===== src/rtl/pbdiv_pkg.sv =====
package pbdiv_pkg;

    // Write kinds for the control word
    typedef enum logic [1:0] {
        OP_WRITE = 2'd0,
        OP_SET   = 2'd1,
        OP_CLR   = 2'd2,
        OP_NONE  = 2'd3
    } wr_op_e;

    // Ratio-change sequencer states
    typedef enum logic {
        ST_STEADY  = 1'b0,
        ST_PENDING = 1'b1
    } seq_state_e;

endpackage


===== src/rtl/pbdiv_regs.sv =====
module pbdiv_regs
    import pbdiv_pkg::*;
#(
    parameter int DIV_W  = 7,
    parameter int REG_W  = 16,
    parameter int EN_BIT = 15
) (
    input  logic             clk_i,
    input  logic             rst_ni,
    input  logic             wr_en_i,
    input  logic [1:0]       wr_op_i,
    input  logic [REG_W-1:0] wr_data_i,
    input  logic             unlock_i,
    output logic [DIV_W-1:0] req_div_o,
    output logic             en_req_o,
    output logic             field_wr_o
);

    logic [DIV_W-1:0] div_q, div_d;
    logic             en_q, en_d;
    logic [DIV_W-1:0] wdiv;
    logic             wen;
    wr_op_e           op;

    assign wdiv = wr_data_i[DIV_W-1:0];
    assign wen  = wr_data_i[EN_BIT];
    assign op   = wr_op_e'(wr_op_i);

    // Decode the write kind into new field and enable values
    always_comb begin
        div_d      = div_q;
        en_d       = en_q;
        field_wr_o = 1'b0;
        if (wr_en_i) begin
            unique case (op)
                OP_WRITE: begin
                    en_d = wen;
                    if (unlock_i) begin
                        div_d      = wdiv;
                        field_wr_o = 1'b1;
                    end
                end
                OP_SET: begin
                    en_d = en_q | wen;
                    if (unlock_i && (|wdiv)) begin
                        div_d      = div_q | wdiv;
                        field_wr_o = 1'b1;
                    end
                end
                OP_CLR: begin
                    en_d = en_q & ~wen;
                    if (unlock_i && (|wdiv)) begin
                        div_d      = div_q & ~wdiv;
                        field_wr_o = 1'b1;
                    end
                end
                OP_NONE: begin
                    div_d = div_q;
                end
            endcase
        end
    end

    always_ff @(posedge clk_i) begin
        if (!rst_ni) begin
            div_q <= '0;
            en_q  <= 1'b0;
        end else begin
            div_q <= div_d;
            en_q  <= en_d;
        end
    end

    assign req_div_o = div_q;
    assign en_req_o  = en_q;

endmodule


===== src/rtl/pbdiv_seq.sv =====
module pbdiv_seq
    import pbdiv_pkg::*;
(
    input  logic clk_i,
    input  logic rst_ni,
    input  logic field_wr_i,
    input  logic boundary_i,
    output logic ready_o
);

    seq_state_e state_q, state_d;

    // Next-state logic
    always_comb begin
        state_d = state_q;
        unique case (state_q)
            ST_STEADY: begin
                if (field_wr_i) state_d = ST_PENDING;
            end
            ST_PENDING: begin
                if (boundary_i && !field_wr_i) state_d = ST_STEADY;
            end
        endcase
    end

    // State register
    always_ff @(posedge clk_i) begin
        if (!rst_ni) state_q <= ST_STEADY;
        else         state_q <= state_d;
    end

    // Outputs
    always_comb begin
        ready_o = 1'b1;
        unique case (state_q)
            ST_STEADY:  ready_o = 1'b1;
            ST_PENDING: ready_o = 1'b0;
        endcase
    end

endmodule


===== src/rtl/pbdiv_counter.sv =====
module pbdiv_counter #(
    parameter int DIV_W = 7
) (
    input  logic             clk_i,
    input  logic             rst_ni,
    input  logic [DIV_W-1:0] req_div_i,
    input  logic             en_req_i,
    output logic             boundary_o,
    output logic [DIV_W-1:0] cnt_o,
    output logic [DIV_W-1:0] act_div_o,
    output logic             en_act_o,
    output logic             level_o,
    output logic             tick_o
);

    localparam int HW = DIV_W + 1;

    logic [DIV_W-1:0] cnt_q, act_q;
    logic             en_q;
    logic [HW-1:0]    high_len;

    assign boundary_o = (cnt_q == act_q);

    // Period counter; ratio and gate load only at the period end
    always_ff @(posedge clk_i) begin
        if (!rst_ni) begin
            cnt_q <= '0;
            act_q <= '0;
            en_q  <= 1'b0;
        end else if (boundary_o) begin
            cnt_q <= '0;
            act_q <= req_div_i;
            en_q  <= en_req_i;
        end else begin
            cnt_q <= cnt_q + 1'b1;
        end
    end

    // High phase length = ceil(ratio / 2), ratio = act + 1
    assign high_len = HW'((({1'b0, act_q}) + HW'(2)) >> 1);

    always_comb begin
        level_o = en_q && ({1'b0, cnt_q} < high_len);
        tick_o  = en_q && (cnt_q == '0);
    end

    assign cnt_o     = cnt_q;
    assign act_div_o = act_q;
    assign en_act_o  = en_q;

endmodule


===== src/rtl/pbclk_divider.sv =====
module pbclk_divider #(
    parameter int DIV_W   = 7,
    parameter int REG_W   = 16,
    parameter int RDY_BIT = 11,
    parameter int EN_BIT  = 15
) (
    input  logic             clk_i,
    input  logic             rst_ni,
    input  logic             wr_en_i,
    input  logic [1:0]       wr_op_i,
    input  logic [REG_W-1:0] wr_data_i,
    input  logic             unlock_i,
    output logic [REG_W-1:0] rd_data_o,
    output logic             pb_level_o,
    output logic             pb_tick_o
);

    logic [DIV_W-1:0] req_div, act_div, cnt;
    logic             en_req, en_act, field_wr, boundary, ready;

    pbdiv_regs #(.DIV_W(DIV_W), .REG_W(REG_W), .EN_BIT(EN_BIT)) u_regs (
        .clk_i      (clk_i),
        .rst_ni     (rst_ni),
        .wr_en_i    (wr_en_i),
        .wr_op_i    (wr_op_i),
        .wr_data_i  (wr_data_i),
        .unlock_i   (unlock_i),
        .req_div_o  (req_div),
        .en_req_o   (en_req),
        .field_wr_o (field_wr)
    );

    pbdiv_seq u_seq (
        .clk_i      (clk_i),
        .rst_ni     (rst_ni),
        .field_wr_i (field_wr),
        .boundary_i (boundary),
        .ready_o    (ready)
    );

    pbdiv_counter #(.DIV_W(DIV_W)) u_cnt (
        .clk_i      (clk_i),
        .rst_ni     (rst_ni),
        .req_div_i  (req_div),
        .en_req_i   (en_req),
        .boundary_o (boundary),
        .cnt_o      (cnt),
        .act_div_o  (act_div),
        .en_act_o   (en_act),
        .level_o    (pb_level_o),
        .tick_o     (pb_tick_o)
    );

    // Read-back assembly
    always_comb begin
        rd_data_o                = '0;
        rd_data_o[DIV_W-1:0]     = req_div;
        rd_data_o[RDY_BIT]       = ready;
        rd_data_o[EN_BIT]        = en_req;
    end

endmodule


===== config.mk =====
export PLATFORM = sky130hd
export DESIGN_NAME = pbclk_divider
export DESIGN_NICKNAME = d
export VERILOG_FILES = /design/src/rtl/pbdiv_pkg.sv /design/src/rtl/pbdiv_regs.sv /design/src/rtl/pbdiv_seq.sv /design/src/rtl/pbdiv_counter.sv /design/src/rtl/pbclk_divider.sv
export SDC_FILE = /design/constraint.sdc
export NUM_CORES = 1
export LEC_CHECK = 0
export BUFFER_PORTS_ARGS = -buffer_cell sky130_fd_sc_hd__buf_4
export CORE_MARGIN = 10
export CORE_UTILIZATION = 48
export DETAILED_ROUTE_END_ITERATION = 12
export GPL_TIMING_DRIVEN = 0
export HOLD_SLACK_MARGIN = 0.06
export PLACE_DENSITY = 0.76
export SYNTH_ARGS = -nofsm -noshare
export SYNTH_HDL_FRONTEND = slang
export SYNTH_HIERARCHICAL = 1
export SYNTH_SLANG_ARGS = --single-unit

===== constraint.sdc =====
create_clock -name clk_i -period 1.85 [get_ports clk_i]
set_clock_uncertainty 0.15 [all_clocks]
set_input_delay 0 -clock clk_i [delete_from_list [all_inputs] [get_ports clk_i]]
set_output_delay 0 -clock clk_i [all_outputs]
set_load 0.05 [all_outputs]

Word level (Yosys, flattened, before mapping). Cells that the tools add are included.

$lt $le $gt $ge: 1. Add/subtract/negate cells: 2. Muxes and demuxes: 13. Equal/unequal tests: 7. Bitwise logic cells: 9. Reduce and logical (&&, ||, !) cells: 13.

Operators by type and width (count): two-way mux 7 bit (3); one-hot mux 7 bit (3 select lines) (1); adder 7 x 2 -> 8 bit, second input constant (1); adder 7 x 1 -> 7 bit, second input constant (1); AND 7 bit (1); == test 7 bit (1); zero test 7 bit (1); < comparator 7 bit (1); inverter 7 bit (1); bitwise OR 7 bit (1); OR reduction 7 bit (1); one-hot mux 1 bit (2 select lines) (3); two-way mux 1 bit (5); AND reduction 5 bit (1); == test 2 bit, second input constant (2); logical AND 1 bit (4); inequality test 2 x 1 -> 1 bit, second input constant (2); inverter 1 bit (4); OR reduction 2 bit (2); one-hot mux 1 bit (3 select lines) (1); nonzero test 3 bit (1); == test 2 x 1 -> 1 bit, second input constant (1); zero test 2 bit (1); inequality test 2 bit, second input constant (1); 4 further kinds (4).

Output and inout port bits: 18. Logic and storage cells: 51. Register bits after elaboration: 24.

Logic depth before layout (Yosys ltp). Gate-level depths: netlist of run 1.

Word-level depth: 9. Gate-level depth with buffers: 8. Gate-level depth less buffers: 8.

Cells and area by module. The synthesis of run 1 kept the hierarchy.

Modules (own cells, without submodules): pbdiv_counter (instances 1, sequential area each 300.3 µm², area each 935.9 µm², cells an instance 103); pbdiv_regs (instances 1, sequential area each 160.2 µm², area each 619.3 µm², cells an instance 78); pbclk_divider (instances 1, sequential area each 0.0 µm², area each 71.3 µm², cells an instance 10); pbdiv_seq (instances 1, sequential area each 20.0 µm², area each 37.5 µm², cells an instance 4).

Worst setup path after synthesis of run 1. Ideal clock, no wire load.

Kind: reg-to-output. From: reg u_cnt.act_q[3] (netlist: u_cnt/act_div_o[3]). To: out pb_level_o. Data required time: 1.700 ns. Setup slack: -0.394 ns. Stages on the path, launching flop included: 9. Data arrival time: 2.094 ns. Cell sequence: dfxtp_1 and3_2 nand3_1 xor2_1 ha_1 a21o_1 nand2_1 nand4b_1 nor2_1.

Word-level cells in the longest chain between the ends: 3.

RTL lines: start, declared (RTL line pbdiv_counter.sv:18) `logic [DIV_W-1:0] cnt_q, act_q;`; start signal, assigned (RTL line pbdiv_counter.sv:32) `act_q <= req_div_i;`; adder 7 x 2 -> 8 bit (RTL line pbdiv_counter.sv:40) `assign high_len = HW'((({1'b0, act_q}) + HW'(2)) >> 1);`; < comparator 7 bit (RTL line pbdiv_counter.sv:43) `level_o = en_q && ({1'b0, cnt_q} < high_len);`; logical AND 1 bit (RTL line pbdiv_counter.sv:43); end, declared (RTL line pbclk_divider.sv:14) `output logic pb_level_o,`.

Every way passes these cells.

Final worst setup path of run 1. Ends and elaborated chain as after synthesis.

==> results of run 1 <==
[cells by family (layout without fill, tap and decap cells)]
family          Yosys count  after routing  synth area share [%]
xor+xnor                 16             16                 8.421
compound gates           32             32                 13.38
buf+inv                  27             76                 9.097
flops                    24             24                 28.87
simple gates             71             71                 23.61
fa+ha+maj                13             13                 9.775
other cells               1              7                0.2253
mux                      11             11                 6.617
[placed cells by master (no fill, tap or decap), drive strengths merged, types with 2 or more instances in the layout]
cell and count:
buf 43, nand2 28, dfxtp 24, a21oi 16, dlygate4sd3 14, ha 13
inv 12, mux2i 11, xor2 9, nor2 8, conb 7, xnor2 7
nand3 7, nor3b 6, clkbuf 6, a21o 4, nand4 3, o211a 3
or2b 3, o21a 3, o21ai 3, nor3 3, and2b 2, nor2b 2
nor4 2, and3 2
[layer usage]
layer | global-route usage, % | share of wire [%]
met1 | 14.88 | 44
met2 | 21.55 | 48
met3 | 3.604 | 5.7
met4 | 4.659 | 1.4
met5 | 0 | 0
[registers in the layout (all words and copies together), names as in the netlist]
signal / cells
u_regs/en_req_o: 1
u_seq/state_q: 1
u_cnt/act_div_o: 7
u_cnt/en_act_o: 1
u_regs/req_div_o: 7
u_cnt/cnt_o: 7
[where the power goes]
part | internal (W) | switching (W) | total [W] | leakage [nW]
Sequential | 0.000560 | 0.0000538 | 0.000614 | 0.198
Clock | 0.000219 | 0.000160 | 0.000379 | 0.0279
Combinational | 0.000369 | 0.000405 | 0.000774 | 0.820
Total | 0.00115 | 0.000618 | 0.00177 | 1.05
[worst min-delay path, delay by kind of cell]
| family | cells | cell delay [ns] |
|---|---|---|
| and+or+nand+nor | 3 | 0.33 |
| AOI/OAI and AO/OA | 1 | 0.12 |
| buffers and inverters | 1 | 0.07 |
[layout make-up]
cell class              count  area (µm²)
plain buffers              15       106.4
clock buffers               3       22.52
clock inverters             1       30.03
fillers                   295        1134
inverters                  12       45.04
multi-input cells         150        1071
flip-flops and latches     24       494.2
well taps                  46       57.56
repair buffers             45       376.6
[metrics by stage]
step	setup slack, ns	power, W	std cells	setup TNS, ns	utilization [%]
CTS	-0.3462	0.001777	295	-0.3462	65.73
global placement	-0.1501	0.001287	271	-0.3214	57.89
finish	-0.3073	0.001767	296	-0.3073	66.03
detailed placement	-0.1839	0.001294	271	-0.3973	57.89
floorplan	-0.1856	0.001145	201	-0.1856	-
global route	-0.4407	0.001873	296	-0.9023	66.03
[path summary, 6_finish.rpt]
check                     start            endpoint
max          u_cnt/act_div_o[3]          pb_level_o
min                     wr_en_i       u_seq/state_q
max reg2reg  u_cnt/act_div_o[3]       u_seq/state_q
min reg2reg  u_cnt/act_div_o[0]  u_cnt/act_div_o[0]
[what timing repair did]
action | CTS | global route
gates resized for setup | 10 | 1
setup endpoints to repair | 5 | 12
pin swaps | 6 | 5
hold buffers | 14 | 0
setup buffers | 6 | 1
endpoints found under the hold margin | 12 | 0
==> metrics.csv, run 1 <==
stage;metric;value;unit
place;GP Congestion;0.8163;
yosys;most area-consuming cells after synthesis;dfxtp_1, ha_1, mux2i_1;
final_layout;Syn-to-layout area delta;32.41;%
final_layout;layout cell share with drive strength beyond 1;24.80;%
cts;clock buffer count from CTS;3;
grt;gr ovfl total;0;
routing;vias per cell;4.986;
final_layout;ANT cells;0;
yosys;largest area contributor in the netlist;dfxtp_1;
routing;Routed Wire Length;3842;µm
yosys;yosys warns;6;
outcome;outcome;finished, violations left;
worst_setup_path;critical path arrival;2.01;ns
yosys;sequential share of the synthesized area;28.87;%
pwr;P per Cell Area;802.0;mW/mm²
pwr;peak supply drop;527.3;µV
yosys;count leader, synth;nand2_1;
routing;DRC;0;
sta;Final period util;116.6;%
place;port bufs;24;
yosys;dominant synthesized flop cell;dfxtp_1;
yosys;synthesis-stage register bit count;24;
sta;Final WS setup;-0.3073;ns
sta;Fin. Hold Viols;0;
pwr;leakage power;1.046;nW
sta;unrepaired setup endpoints after global routing;true;
grt;first-pass GRT wire length;6644;µm
routing;via count;1476;
yosys;mean post-synth cell area;8.534;µm²
worst_setup_path;crit-path cells;and3_4 > nand3_2 > xor2_1 > ha_1 > a21o_1 > nand2_1 > nand4b_1 > nor2_2 > buf_6;
yosys;Async SR Flop Fraction;0;%
die;full die area;0.006222;mm²
grt;vias in the first global route;1455;
worst_setup_path;worst path bufs/invs;1;
cts;TritonCTS clock tree;built;
routing;1st-iter DRT viols;60;
cts;clk sinks;24;
grt;Overall Global Routing Usage;12.71;%
place;HPWL reported at the end of detailed placement;2773;µm
grt;initial antenna violation count;0;
yosys;Cells after Synth;195;
die;row cnt;21;
worst_setup_path;CP Data Required Time;1.70;ns
worst_setup_path;Worst Setup Start Kind;register;
routing;average routed wire per standard cell;12.98;µm
cts;htree depth;1;
place;placed cell area;0.001932;mm²
grt;largest net degree at the start of global routing;15;
die;initial core utilization;49.87;%
min_path;worst hold path class;in -> reg;
worst_setup_path;reg2reg path depth;7;
sta;Max Clock Freq;463.5;MHz
die;total core area;0.003337;mm²
yosys;Synth top area share;28.87;%
worst_setup_path;Crit path depth;9;
die;I/O Pins;40;
sta;worst hold slack;0.07334;ns
cts;root buffer selected by CTS;clkbuf_4;
cts;worst-skew pair later-pin latency;0.32;ns
sta;Final Slew Violations;0;
die;chip height;78.88;µm
sta;minimum clock period;2.157;ns
run;maxcap violations;0;
worst_setup_path;slowest CP cell;dfxtp_4;
final_layout;fin area;0.002203;mm²
worst_setup_path;flop2flop setup slack;0.03;ns
routing;drt pass-1 iters;4;
routing;Detail Route Antenna Nets;0;
worst_setup_path;Crit Path Max Fanout;2;
outcome;failing checks;negative setup slack;
sta;Setup violations, final;1;
yosys;Yosys cell types;40;
cts;Max clock buf depth;2;
yosys;synth cell count leaders;nand2_1, dfxtp_1, a21oi_1;
final_layout;# nets final;286;
worst_setup_path;crit path capture type;output pin;
cts;Reg clk slew, reported paths;0.14;ns
worst_setup_path;CP top delay family;simple AND/OR/NAND/NOR gates;
worst_setup_path;CP peak stage delay;0.38;ns
worst_setup_path;CP Class;reg -> out;
die;die width;78.88;µm
yosys;Post-Syn Area;0.001664;mm²
min_path;hold path depth;5;
yosys;Post-synth EDFFs;0;
No activity file was read; power rests on OpenSTA's default activity.
==> inputs of run 2 (changes only) <==
--- a/config.mk
+++ b/config.mk
@@ -12,6 +12,7 @@
 export GPL_TIMING_DRIVEN = 0
 export HOLD_SLACK_MARGIN = 0.06
 export PLACE_DENSITY = 0.76
+export SETUP_SLACK_MARGIN = 0.1
 export SYNTH_ARGS = -nofsm -noshare
 export SYNTH_HDL_FRONTEND = slang
 export SYNTH_HIERARCHICAL = 1
==> metrics.csv, run 2 (same netlist as run 1, synthesis figures left out) <==
stage;metric;value;unit
worst_setup_path;Worst Setup Start Kind;register;
place;GP Congestion;0.8163;
routing;vias per cell;5.010;
outcome;outcome;finished, violations left;
sta;Final period util;116.3;%
place;port bufs;24;
grt;largest net degree at the start of global routing;15;
run;maxcap violations;0;
routing;Routed Wire Length;3925;µm
cts;htree depth;1;
worst_setup_path;Crit Path Max Fanout;2;
final_layout;# nets final;291;
sta;minimum clock period;2.152;ns
grt;initial antenna violation count;0;
sta;Max Clock Freq;464.6;MHz
routing;average routed wire per standard cell;13.04;µm
sta;Setup violations, final;1;
die;die width;78.88;µm
worst_setup_path;CP Data Required Time;1.70;ns
worst_setup_path;CP Class;reg -> out;
final_layout;ANT cells;0;
routing;Detail Route Antenna Nets;0;
outcome;failing checks;negative setup slack;
die;I/O Pins;40;
cts;root buffer selected by CTS;clkbuf_4;
cts;Max clock buf depth;2;
final_layout;fin area;0.002277;mm²
final_layout;Syn-to-layout area delta;36.84;%
routing;via count;1508;
pwr;peak supply drop;527.1;µV
routing;1st-iter DRT viols;55;
grt;Overall Global Routing Usage;12.99;%
sta;unrepaired setup endpoints after global routing;true;
die;total core area;0.003337;mm²
final_layout;layout cell share with drive strength beyond 1;29.02;%
min_path;worst hold path class;in -> reg;
cts;clk sinks;24;
routing;drt pass-1 iters;4;
routing;DRC;0;
sta;Fin. Hold Viols;0;
worst_setup_path;critical path arrival;2.00;ns
cts;clock buffer count from CTS;3;
worst_setup_path;crit-path cells;and3_4 > nand3_2 > xor2_1 > ha_1 > a21o_1 > nand2_1 > nand4b_1 > nor2_2 > buf_6;
grt;gr ovfl total;0;
pwr;P per Cell Area;807.5;mW/mm²
sta;setup total negative slack;-0.3025;ns
cts;TritonCTS clock tree;built;
final_layout;commonest non-fill, non-tap cell in the layout;buf_4;
sta;Final WS setup;-0.3025;ns
final_layout;# fillers;289;
sta;Final Slew Violations;0;
die;full die area;0.006222;mm²
worst_setup_path;slowest CP cell;dfxtp_4;
pwr;leakage power;1.072;nW
cts;Reg clk slew, reported paths;0.13;ns
worst_setup_path;crit path capture type;output pin;
grt;vias in the first global route;1488;
grt;first-pass GRT wire length;6755;µm
cts;worst-skew pair later-pin latency;0.32;ns
final_layout;most frequent cells in the layout;buf_4, nand2_1, a21oi_1;
place;placed cell area;0.001932;mm²
die;row cnt;21;
worst_setup_path;CP peak stage delay;0.38;ns
die;initial core utilization;49.87;%
die;chip height;78.88;µm
place;HPWL reported at the end of detailed placement;2773;µm
[run 2: cell count changes in the layout (fill, tap and decap cells not counted), moves of 2 or more]
cell     previous run  this run
buf_6               3         5
buf_4              39        42
dfxtp_1            19        14
dfxtp_4             3         5
dfxtp_2             2         5
[run 2: repair_timing]
action | 4_1_cts | 5_1_grt
hold buffers | 14 | 0
pin swaps | 7 | 8
hold endpoints to repair | 12 | 0
buffers inserted | 9 | 3
cloned | 0 | 0
resized for setup | 16 | 7
endpoints found under the setup margin | 13 | 18
[run 2: per-stage QoR]
stage / cells / setup slack, ns / hold slack (ns) / utilization (%) / power, W
2_1_floorplan: 201 / -0.1856 / -0.03249 / - / 0.001145
3_3_place_gp: 271 / -0.1501 / 0.1386 / 57.89 / 0.001287
3_5_place_dp: 271 / -0.1839 / 0.1434 / 57.89 / 0.001294
4_1_cts: 298 / -0.3460 / 0.06748 / 66.93 / 0.001834
5_1_grt: 301 / -0.4420 / 0.1278 / 68.24 / 0.001949
6_report: 301 / -0.3025 / 0.07511 / 68.24 / 0.001839
[run 2: area by class of cell]
class / count / area [µm²] / area share [%]
timing repair buffer: 50 / 421.7 / 18.52
buffer: 15 / 106.4 / 4.670
clock buffer: 3 / 22.52 / 0.9890
inverter: 12 / 45.04 / 1.978
tap: 46 / 57.56 / 2.527
multi-input combinational: 150 / 1089 / 47.80
clock inverter: 1 / 30.03 / 1.319
sequential: 24 / 505.5 / 22.20
[run 2: final timing paths]
check	startpoint	end	slack (ns)	cells after the start
setup / recovery	u_cnt/act_div_o[3]	pb_level_o	-0.30	9
setup reg to reg	u_cnt/act_div_o[3]	u_seq/state_q	0.11	7
hold reg to reg	u_cnt/act_div_o[0]	u_cnt/act_div_o[0]	0.34	2
hold / removal	wr_en_i	u_seq/state_q	0.08	5
[run 2: worst max-delay path, delay by kind of cell (launching register included)]
| kind | cells | cell delay, ns |
|---|---|---|
| AOI/OAI and AO/OA | 1 | 0.18 |
| xor gates and xnor gates | 1 | 0.15 |
| adders and majority gates | 1 | 0.30 |
| buffers and inverters | 1 | 0.16 |
| DFF | 1 | 0.38 |
| and+or+nand+nor | 5 | 0.52 |
[run 2: layer usage]
layer	global-route usage, %	up-vias	routed length (µm)
met3	3.491	6	247
met1	14.90	690	1662
li1	-	776	-
met2	22.62	36	1960
met4	4.659	0	55
met5	0	-	0
[run 2: power by group]
group / total [W] / internal [W] / switching (W)
clock network: 0.000377 / 0.000219 / 0.000158
registers: 0.000614 / 0.000560 / 0.0000543
logic: 0.000848 / 0.000424 / 0.000424
total: 0.00184 / 0.00120 / 0.000636
